--- src/rtl/wkt_pkg.sv ---
package wkt_pkg;
  localparam int SEL_W   = 3;
  localparam int MAX_LOG = (1 << SEL_W) - 1;
  localparam int CNT_W   = MAX_LOG + 1;

  localparam int FLAG_BIT = 7;
  localparam int ACK_BIT  = 6;
  localparam int CLK_BIT  = 5;
  localparam int EN_BIT   = 4;

  // Number of 1 kHz ticks in one period for a non-zero code.
  function automatic logic [CNT_W-1:0] period_ticks(input logic [SEL_W-1:0] code);
    logic [CNT_W-1:0] one;
    one = {{(CNT_W-1){1'b0}}, 1'b1};
    return one << code;
  endfunction

  function automatic logic [7:0] pack_status(input logic flag, input logic csel,
                                             input logic en, input logic [SEL_W-1:0] per);
    logic [7:0] v;
    v = '0;
    v[FLAG_BIT] = flag;
    v[CLK_BIT]  = csel;
    v[EN_BIT]   = en;
    v[SEL_W-1:0] = per;
    return v;
  endfunction
endpackage

--- src/rtl/wkt_regs.sv ---
module wkt_regs
  import wkt_pkg::*;
(
  input  logic             clk,
  input  logic             rst_n,
  input  logic             wr_en,
  input  logic [7:0]       wdata,
  input  logic             expire,
  input  logic             deep_exit,
  output logic             flag,
  output logic             clk_sel,
  output logic             int_en,
  output logic [SEL_W-1:0] per_sel,
  output logic             restart,
  output logic             ack_hit
);
  logic wr_unused_bits;
  assign wr_unused_bits = ^{wdata[FLAG_BIT], wdata[3]};

  assign ack_hit = wr_en && wdata[ACK_BIT];
  assign restart = wr_en && ((wdata[SEL_W-1:0] != per_sel) || (wdata[CLK_BIT] != clk_sel));

  always_ff @(posedge clk or negedge rst_n) begin
    if (!rst_n) begin
      clk_sel <= 1'b0;
      int_en  <= 1'b0;
      per_sel <= '0;
    end else if (wr_en) begin
      clk_sel <= wdata[CLK_BIT];
      int_en  <= wdata[EN_BIT];
      per_sel <= wdata[SEL_W-1:0];
    end
  end

  always_ff @(posedge clk or negedge rst_n) begin
    if (!rst_n)          flag <= 1'b0;
    else if (deep_exit)  flag <= 1'b0;
    else if (expire)     flag <= 1'b1;
    else if (ack_hit)    flag <= 1'b0;
  end


  flag_rise_chk: assert property (@(posedge clk) disable iff (!rst_n)
    $rose(flag) |-> $past(expire));

  ack_clears_chk: assert property (@(posedge clk) disable iff (!rst_n)
    (ack_hit && !expire) |=> !flag);

  expire_sets_chk: assert property (@(posedge clk) disable iff (!rst_n)
    (expire && !deep_exit) |=> flag);

  deep_exit_chk: assert property (@(posedge clk) disable iff (!rst_n)
    deep_exit |=> !flag);
endmodule

--- src/rtl/wkt_tick_src.sv ---
module wkt_tick_src #(
  parameter int HF_DIV = 4
) (
  input  logic clk,
  input  logic rst_n,
  input  logic clk_sel,
  input  logic lf_tick,
  input  logic hf_tick,
  input  logic run_mode,
  input  logic restart,
  output logic tick
);
  logic hf_pulse;

  generate
    if (HF_DIV <= 1) begin : g_direct
      assign hf_pulse = hf_tick && run_mode;
    end else begin : g_prescale
      localparam int PW = $clog2(HF_DIV);
      localparam logic [PW-1:0] PLAST = PW'(HF_DIV - 1);
      logic [PW-1:0] pre_cnt;
      logic          hf_step;

      assign hf_step  = clk_sel && run_mode && hf_tick && !restart;
      assign hf_pulse = hf_step && (pre_cnt == PLAST);

      always_ff @(posedge clk or negedge rst_n) begin
        if (!rst_n)       pre_cnt <= '0;
        else if (restart) pre_cnt <= '0;
        else if (hf_step) pre_cnt <= (pre_cnt == PLAST) ? '0 : pre_cnt + 1'b1;
      end


      prescale_hold_chk: assert property (@(posedge clk) disable iff (!rst_n)
        (!run_mode && !restart) |=> $stable(pre_cnt));
    end
  endgenerate

  assign tick = clk_sel ? hf_pulse : lf_tick;


  fast_needs_run_chk: assert property (@(posedge clk) disable iff (!rst_n)
    (clk_sel && !run_mode) |-> !tick);
endmodule

--- src/rtl/wkt_period_cnt.sv ---
module wkt_period_cnt
  import wkt_pkg::*;
(
  input  logic             clk,
  input  logic             rst_n,
  input  logic             tick,
  input  logic [SEL_W-1:0] per_sel,
  input  logic             restart,
  output logic             expire
);
  logic [CNT_W-1:0] cnt;
  logic [CNT_W-1:0] limit;
  logic             active;

  assign limit  = period_ticks(per_sel);
  assign active = (per_sel != '0) && !restart;
  assign expire = active && tick && (cnt == limit - 1'b1);

  always_ff @(posedge clk or negedge rst_n) begin
    if (!rst_n)       cnt <= '0;
    else if (!active) cnt <= '0;
    else if (tick)    cnt <= expire ? '0 : cnt + 1'b1;
  end


  cnt_in_range_chk: assert property (@(posedge clk) disable iff (!rst_n)
    (per_sel != '0) |-> (cnt < limit));

  count_restart_chk: assert property (@(posedge clk) disable iff (!rst_n)
    restart |=> (cnt == '0));

  off_idle_chk: assert property (@(posedge clk) disable iff (!rst_n)
    (per_sel == '0) |=> (cnt == '0));
endmodule

--- src/rtl/wkt_top.sv ---
module wkt_top
  import wkt_pkg::*;
#(
  parameter int HF_DIV = 4
) (
  input  logic       clk,
  input  logic       rst_n,
  input  logic       lf_tick,
  input  logic       hf_tick,
  input  logic       run_mode,
  input  logic       deep_exit,
  input  logic       bus_sel,
  input  logic       bus_wr,
  input  logic [7:0] bus_wdata,
  output logic [7:0] bus_rdata,
  output logic       irq
);
  logic             wr_en;
  logic             flag, clk_sel, int_en, restart, ack_hit, tick, expire;
  logic [SEL_W-1:0] per_sel;

  assign wr_en = bus_sel && bus_wr;

  wkt_regs u_regs (
    .clk(clk), .rst_n(rst_n), .wr_en(wr_en), .wdata(bus_wdata),
    .expire(expire), .deep_exit(deep_exit), .flag(flag), .clk_sel(clk_sel),
    .int_en(int_en), .per_sel(per_sel), .restart(restart), .ack_hit(ack_hit)
  );

  wkt_tick_src #(.HF_DIV(HF_DIV)) u_src (
    .clk(clk), .rst_n(rst_n), .clk_sel(clk_sel), .lf_tick(lf_tick),
    .hf_tick(hf_tick), .run_mode(run_mode), .restart(restart), .tick(tick)
  );

  wkt_period_cnt u_cnt (
    .clk(clk), .rst_n(rst_n), .tick(tick), .per_sel(per_sel),
    .restart(restart), .expire(expire)
  );

  assign bus_rdata = bus_sel ? pack_status(flag, clk_sel, int_en, per_sel) : 8'h00;
  assign irq       = flag && int_en;


  irq_follow_chk: assert property (@(posedge clk) disable iff (!rst_n)
    (ack_hit && !expire && !deep_exit) |=> !irq);

  flag_write_chk: assert property (@(posedge clk) disable iff (!rst_n)
    (wr_en && !ack_hit && !expire && !deep_exit) |=> $stable(flag));
endmodule

--- config.mk ---
export PLATFORM = sky130hd
export DESIGN_NAME = wkt_top
export DESIGN_NICKNAME = d
export VERILOG_FILES = /design/src/rtl/wkt_pkg.sv /design/src/rtl/wkt_regs.sv /design/src/rtl/wkt_tick_src.sv /design/src/rtl/wkt_period_cnt.sv /design/src/rtl/wkt_top.sv
export SDC_FILE = /design/constraint.sdc
export NUM_CORES = 1
export LEC_CHECK = 0
export CAP_MARGIN = 20
export CORE_UTILIZATION = 30
export CTS_BUF_LIST = sky130_fd_sc_hd__clkbuf_8
export CTS_CLUSTER_SIZE = 30
export DETAILED_ROUTE_END_ITERATION = 6
export HOLD_SLACK_MARGIN = 0.02
export PLACE_DENSITY = 0.48
export SYNTH_ARGS = -nofsm -noshare
export SYNTH_HDL_FRONTEND = slang
export SYNTH_SLANG_ARGS = --single-unit
--- constraint.sdc ---
create_clock -name clk -period 4.7 [get_ports clk]
set_clock_uncertainty 0.15 [all_clocks]
set_input_delay 0.705 -clock clk [delete_from_list [all_inputs] [get_ports clk]]
set_output_delay 0.705 -clock clk [all_outputs]
set_load 0.05 [all_outputs]
After elaboration in Yosys (flattened, before gate mapping)
Cells that the tools add are included.
Word-level totals
  word-level logic and storage cells: 42
  output and inout port bits: 9
  input port bits: 16
  flip-flop bits (word level): 16
Cells by class
  reduce and logical (&&, ||, !) cells: 16
  equality and inequality tests: 5
  multiplexer cells: 11
  add/subtract/negate cells: 3
  shifts and indexed selects: 1
Operators with widths (count)
  two-way mux 8 bit: 4
  logical AND 1 bit: 11
  adder 8 x 1 -> 8 bit (second input constant): 1
  == test 8 bit: 1
  left shift 1 x 3 -> 8 bit (first input constant): 1
  subtractor 8 x 1 -> 8 bit (second input constant): 1
  two-way mux 2 bit: 3
  nonzero test 3 bit: 2
  two-way mux 1 bit: 4
  != test 3 bit: 1
  adder 2 x 1 -> 2 bit (second input constant): 1
  == test 2 bit (second input constant): 1
  != test 2 x 1 -> 1 bit (second input constant): 1
  nonzero test 2 bit: 1
  logical NOT 1 bit: 1
  logical OR 1 bit: 1
  != test 1 bit: 1

Logic depth before layout (Yosys ltp)
Gate-level depths: netlist (run 1).
  depth in word-level cells: 12
  mapped depth: 10
  mapped depth without buffers: 9

Cells and area by module
A second synthesis (run 1) with hierarchy kept.
Second synthesis, totals
  cell total of the unflattened synthesis: 132
  area, all modules: 1217.4 µm²
Modules (own cells, without submodules)
  wkt_period_cnt: cells each 89, instances 1, seq. area each 200.2 µm², area an instance 718.2 µm²
  wkt_regs: cells each 20, instances 1, seq. area each 150.1 µm², area an instance 281.5 µm²
  wkt_tick_src: cells each 12, instances 1, seq. area each 50.0 µm², area an instance 148.9 µm²
  wkt_top: cells each 11, instances 1, seq. area each 0.0 µm², area an instance 68.8 µm²

Worst setup path before layout (run 1)
No wires, ideal clock.
  path kind: flip-flop to flip-flop
  from: register u_regs.per_sel[1]
  to: register u_cnt.cnt[1]
  path buffers: 1
  setup slack: 1993 ps
  cell stages (with the launch flop): 10
  setup time: 122 ps
  period minus slack after synthesis: 2707 ps
  arrival: 2435 ps
  data required time: 4428 ps
  cell sequence: dfrtp_1 buf_4 nor3_2 inv_1 ha_1 xnor2_1 a211o_1 or4_4 or2_4 a32o_1
On the way
  word-level cells in the longest chain between the ends: 12
  elaborated cells on any way between the ends: 18
  those cells by class: add/sub (1); eq/ne (3); shift (1); mux (4); reduce/logical (9)
Ends and longest elaborated chain
  from (decl): RTL line wkt_regs.sv:13  | output logic [SEL_W-1:0] per_sel,
  from (signal assigned): RTL line wkt_regs.sv:31  | per_sel <= wdata[SEL_W-1:0];
  parallel branches: the longest is 12 deep, another holds subtractor 8 x 1 -> 8 bit
  to (signal assigned): RTL line wkt_period_cnt.sv:22  | else if (tick) cnt <= expire ? '0 : cnt + 1'b1;
  to (decl): RTL line wkt_period_cnt.sv:11  | logic [CNT_W-1:0] cnt;
Several ways; the timed one is not identified. The select of a mux whose other input is x is not followed.
A chain may end at the register's enable or synchronous reset.

Final worst setup path (run 1)
  from: input bus_wdata[5]
  to: register u_cnt.cnt[5]
On the way
  word-level cells in the longest chain between the ends: 12
  elaborated cells on any way between the ends: 14
  those cells by class: eq/ne (2); mux (4); reduce/logical (8)
Ends and longest elaborated chain
  from (decl): RTL line wkt_top.sv:14  | input logic [7:0] bus_wdata,
  != test 1 bit *: RTL line wkt_regs.sv:21  | assign restart = wr_en && ((wdata[SEL_W-1:0] != per_sel) || (wdata[CLK_BIT] != clk_sel));
  logical OR 1 bit *: RTL line wkt_regs.sv:21
  logical AND 1 bit *: RTL line wkt_regs.sv:21
  logical NOT 1 bit *: RTL line wkt_tick_src.sv:24, wkt_period_cnt.sv:16
  logical AND 1 bit: RTL line wkt_tick_src.sv:24  | assign hf_step = clk_sel && run_mode && hf_tick && !restart;
  logical AND 1 bit: RTL line wkt_tick_src.sv:25  | assign hf_pulse = hf_step && (pre_cnt == PLAST);
  two-way mux 1 bit: RTL line wkt_tick_src.sv:39  | assign tick = clk_sel ? hf_pulse : lf_tick;
  logical AND 1 bit (2 in a row): RTL line wkt_period_cnt.sv:17  | assign expire = active && tick && (cnt == limit - 1'b1);
  two-way mux 8 bit (2 in a row): RTL line wkt_period_cnt.sv:22
  two-way mux 8 bit: RTL line wkt_period_cnt.sv:21  | else if (!active) cnt <= '0;
Every way passes the cells marked *; elsewhere a longest branch is shown, timed or not. The select of a mux whose other input is x is not followed.

==> results of run 1 <==
-- synth_stat cells, types with 2 or more instances --
cell type	count	area share (%)
mux2_2	5	5.1
and3_1	6	3.4
nor3_2	2	1.8
and2_1	7	4.0
nand3_1	8	3.6
xnor2_1	8	6.3
nor2_1	5	1.7
buf_4	3	2.0
dfrtp_1	16	36
a21oi_1	2	0.90
ha_1	3	3.4
nor3_1	8	3.6
nand2_1	3	1.0
inv_1	5	1.7
o21ai_0	12	5.4
-- placed cells by master (no fill, tap or decap), types with 2 or more instances in the layout --
master           instances
a21oi_1                  2
and2_1                   7
and3_1                   6
clkbuf_8                 3
clkdlybuf4s50_1         20
conb_1                   2
dfrtp_1                 16
ha_1                     3
inv_1                    5
mux2_2                   5
nand2_1                  3
nand3_1                  8
nor2_1                   5
nor3_1                   8
nor3_2                   2
o21ai_0                 12
xnor2_1                  8
-- final cells by class --
type / instances / area, µm² / area share [%]
repair buffers: 20 / 200 / 14.7
flip-flops and latches: 16 / 400 / 29.4
inverters: 5 / 18.8 / 1.38
well taps: 46 / 57.6 / 4.22
clock buffers: 3 / 41.3 / 3.03
multi-input cells: 92 / 644 / 47.3
-- power by group through the flow --
stage	combinational, mW	clock, mW	sequential [mW]
after floorplan	0.107	0	0.164
after global placement	0.127	0	0.177
after detailed placement	0.130	0	0.178
after CTS	0.130	0.108	0.176
after global routing	0.140	0.115	0.179
final	0.128	0.103	0.175
-- final timing paths --
| path | startpoint | end | depth (start not counted) |
|---|---|---|---|
| max in group asynchronous | rst_n | u_cnt.cnt[5] | 1 |
| setup reg to reg | u_regs.per_sel[2] | u_cnt.cnt[1] | 8 |
| hold / removal | u_regs.int_en | u_regs.int_en | 1 |
| hold reg to reg | u_regs.int_en | u_regs.int_en | 1 |
| min in group asynchronous | rst_n | u_regs.clk_sel | 1 |
| setup / recovery | bus_wdata[5] | u_cnt.cnt[5] | 7 |
-- routing by layer --
layer  GRT usage (%)  vias up
met5               0        -
met4            2.03        0
met3            3.65        2
met2            23.6       24
met1            15.4      451
li1                -      466
-- cells by family after synthesis --
kind of cell             after synthesis  share of synthesized area (%)
AO/OA/AOI/OAI                         25                           15.8
XOR/XNOR                               9                           7.12
flip-flops                            16                           36.2
buffers and inverters                 12                           5.99
AND/OR/NAND/NOR                       47                           25.2
adder cells (fa/ha/maj)                3                           3.39
multiplexers                           6                           5.99
other                                  1                          0.339
-- registers in the layout, indices dropped and copies added, names as in the netlist --
signal	flops
u_cnt.cnt	8
u_regs.clk_sel	1
u_regs.flag	1
u_regs.int_en	1
u_regs.per_sel	3
u_src.g_prescale.pre_cnt	2
-- stage by stage --
step	util (%)	instance area [µm²]	std cells	setup slack [ns]	total power, mW
2_1_floorplan	-	1110	120	1.99	0.272
3_3_place_gp	38.4	1320	179	1.20	0.304
3_5_place_dp	38.4	1320	179	1.16	0.308
4_1_cts	39.6	1360	182	1.42	0.414
5_1_grt	39.6	1360	182	1.24	0.434
6_report	39.6	1360	182	1.46	0.407
-- critical path: stages --
cell	delay, ns
clkdlybuf4s50_1	0.43
xnor2_1	0.23
a41oi_1	0.30
o32ai_2	0.82
inv_1	0.19
nor3_2	0.40
nor3_1	0.11
==> metrics.txt, run 1 <==
max layer used=met4; Setup violations, final=0; core footprint=3440 µm²; clk sink count=16; clk slew on worst S/H paths=0.06 ns; Avg WL per Cell=13.3 µm; Skew-Pair Late Insertion Delay=0.24 ns; Worst Max-Slew Pin Slew=0.843 ns; Yosys Warn Count=0; Unique masters post-synth=41; EDFF count, synth=0; Comb power frac=31.6%; die width=62.8 µm; Tightest Hold Check Type=reg -> reg; final hold viol count=0; CP arrival=3.20 ns; Initial Util=32.2%; sum of net half-perimeters after detailed placement=1810 µm; CTS Hold Bufs=0; PortBufs=20; Startpoint Class=input pin; Rel. slew slack=43.8%; nets=157; Post-route DRC=0; internal power=0.268 mW; num rows=21; TritonCTS buffer count=3; initial DRC count=45; Max Cap Violations=0; I/O pin cnt=25; Top FF cell, synth=dfrtp_1; hold slack=0.375 ns; Static Leak=0.560 nW; overflow left after global routing=0; sequential share of power=43.1%; area added between synthesis and finish=23.1%; Psw=0.139 mW; VDD IR-drop max=104 µV; ANT cells=0; Die Ht=62.8 µm; crit path kind=in -> reg; All-Layer GR Usage=13.0%; Via Count=943; vias in the first global route=872; period utilization=68.9%; Reg2Reg Setup Slack=1.81 ns; Max Freq=309 MHz; Clk network pwr share=25.3%; routed wire length=2430 µm; Metal-1 WL=1100 µm; TritonCTS clock tree=built; sequential fraction of the synthesis area=36.2%; WL met2=1210 µm; switching share of total power=34.2%; postcts setup bufs=0; first-pass GRT wire length=4040 µm; PwrDens=299 nW/µm²; clock root buffer=clkbuf_8; met3 WL=110 µm; CP Max Fanout=14; H-Tree Depth=1; initial antenna violation count=0; Synth async-reset ratio=100%; die area=3940 µm²; GP Congestion=0.704; largest net degree at the start of global routing=17; Critical Path RT=4.67 ns; Clock Tree Buf Depth=2; final antenna-violating net count=0; Mapped Cells=119; RSZ-0062 raised after global routing=no; synthesized area per cell=9.31 µm²; Crit. End Element=flop; DR vias/cell=5.18; FILL cells=349; Resized Gates After CTS=0; Slew Limit Fails=0; Final Critical Period=3.24 ns; cell area after synthesis=1110 µm²; setup tns final=0 ns; layout cells sized above 1=11.0%; DR pass1 iterations=4; post-synthesis register bit count=16; status=complete, no violations
Power figures use the tool's default switching activity.
==> run 2: changes to the inputs <==
Settings changed: PLACE_DENSITY 0.48 to 0.5.
Clock period 4.7 ns to 2.7 ns, I/O delays scaled along.
==> run 2 against run 1 <==
  * Sequential share of layout area shrank 2.1 points
  * Sequential cell count unchanged
  * Final cell count is 7.1% higher
  * Register-to-register slack worse by 1.7 ns
  * Routed wire length up 2.1%
  * Worst hold slack worse by 0.0063 ns
==> metrics.txt, run 2 (synthesis results as in run 1) <==
Final WS setup=0.111 ns; PwrDens=530 nW/µm²; status=complete, no violations; final hold viol count=0; CP delay by family, top=simple AND/OR/NAND/NOR gates; max reg flops=8; Die Ht=62.8 µm; routed wire length=2480 µm; RSZ-0062 raised after global routing=no; biggest registers after layout=u_cnt.cnt (8), u_regs.per_sel (3), u_src.g_prescale.pre_cnt (2); Startpoint Class=flop; die area=3940 µm²; area added between synthesis and finish=33.6%; period utilization=95.9%; Tightest Hold Check Type=reg -> reg; Worst Max-Slew Pin Slew=0.745 ns; Post-route DRC=0; Clock Tree Buf Depth=2; vias in the first global route=969; initial DRC count=35; ANT cells=0; All-Layer GR Usage=13.7%; Via Count=978; Crit. End Element=flop; I/O pin cnt=25; Skew-Pair Late Insertion Delay=0.25 ns; clock root buffer=clkbuf_8; clk slew on worst S/H paths=0.06 ns; Max Cap Violations=0; TritonCTS buffer count=3; DR pass1 iterations=4; number of non-filler instances in the completed layout=195; worst slack at placement=-0.0101 ns; layout cells sized above 1=25.5%; Max Freq=386 MHz; Slew Limit Fails=0; PortBufs=20; clk sink count=16; CP Max Fanout=3; TritonCTS clock tree=built; largest reg by FF count=u_cnt.cnt; overflow left after global routing=0; placed cells=190; hold slack=0.368 ns; Final Critical Period=2.59 ns; crit path kind=reg -> reg; Pwr Total=0.783 mW; FILL cells=348; sum of net half-perimeters after detailed placement=1890 µm; first-pass GRT wire length=4250 µm; crit-path max cell delay=0.53 ns; CP arrival=2.58 ns; GP Congestion=0.768; H-Tree Depth=1; Initial Util=32.2%; most frequent cells in the layout=buf_4 (18), clkdlybuf4s50_1 (14), dfrtp_1 (14), o21ai_0 (12); core footprint=3440 µm²; num rows=21; CP bufs+invs=1; Static Leak=0.641 nW; Rel. slew slack=50.2%; VDD IR-drop max=240 µV; final antenna-violating net count=0; nets=169; commonest non-fill, non-tap cell in the layout=buf_4; die width=62.8 µm; largest net degree at the start of global routing=17; Avg WL per Cell=12.7 µm; Setup violations, final=0; DR vias/cell=5.02; Critical Path RT=2.69 ns; CP max stage cell=or4_4; initial antenna violation count=0; CP Cell Sequence=nor3_4 -> inv_2 -> ha_4 -> xnor2_1 -> a211o_1 -> or4_4 -> or2_4 -> a32o_1
[run 2: cell types whose count changed in the layout (fill, tap and decap cells not counted)]
cell | previous run | this run
clkdlybuf4s50_1 | 20 | 14
inv_2 | 0 | 1
nor3_2 | 2 | 0
dfrtp_2 | 0 | 2
nor3_4 | 0 | 2
inv_1 | 5 | 4
dfrtp_1 | 16 | 14
ha_4 | 0 | 1
buf_4 | 0 | 18
ha_1 | 3 | 2
clkbuf_8 | 3 | 4
[run 2: cell type report]
| cell class | count | area (µm²) | area share, % |
|---|---|---|---|
| clock buffers | 4 | 55.1 | 3.72 |
| repair buffers | 32 | 275 | 18.6 |
| flip-flops and latches | 16 | 403 | 27.2 |
| inverters | 5 | 18.8 | 1.27 |
| multi-input cells | 92 | 669 | 45.3 |
| well taps | 46 | 57.6 | 3.89 |
[run 2: power by group]
group	switching, mW	internal, mW
registers	0.0309	0.264
logic	0.143	0.134
clock network	0.0819	0.129
[run 2: what timing repair did]
| item | 4_1_cts | 5_1_grt |
|---|---|---|
| buffers inserted | 0 | 1 |
| hold buffers | 0 | 0 |
| resized for setup | 0 | 6 |
| setup endpoints to repair | 0 | 8 |
[run 2: through the flow]
stage,TNS [ns],cell area [µm²],util [%]
after CTS,0,1450,42.1
final,0,1480,43.0
after floorplan,0,1120,-
after global placement,-0.0701,1400,40.5
after global routing,0,1480,43.0
after detailed placement,-0.0149,1400,40.5
[run 2: worst reg2reg max path, delay by kind of cell, from the launching register on]
family                     cells  cell delay (ns)
AOI/OAI and AO/OA              2             0.46
DFF                            1             0.42
and+or+nand+nor                3             1.01
adders and majority gates      1             0.24
xor gates and xnor gates       1             0.11
buffers and inverters          1             0.08
[run 2: worst paths after layout]
path / from / to / depth (start not counted) / slack [ns]
hold / removal: u_regs.int_en / u_regs.int_en / 1 / 0.37
min in group asynchronous: rst_n / u_regs.clk_sel / 1 / 0.45
setup reg to reg: u_regs.per_sel[2] / u_cnt.cnt[1] / 8 / 0.11
hold reg to reg: u_regs.int_en / u_regs.int_en / 1 / 0.37
max in group asynchronous: rst_n / u_regs.per_sel[0] / 1 / 1.44
setup / recovery: u_regs.per_sel[2] / u_cnt.cnt[1] / 8 / 0.11
[run 2: per-layer routing]
metal | vias up | track usage [%] | part of all wire [%]
met3 | 2 | 3.83 | 4.4
li1 | 486 | - | -
met2 | 22 | 23.6 | 47
met1 | 468 | 16.5 | 48
met5 | - | 0 | 0
met4 | 0 | 3.49 | 0.69
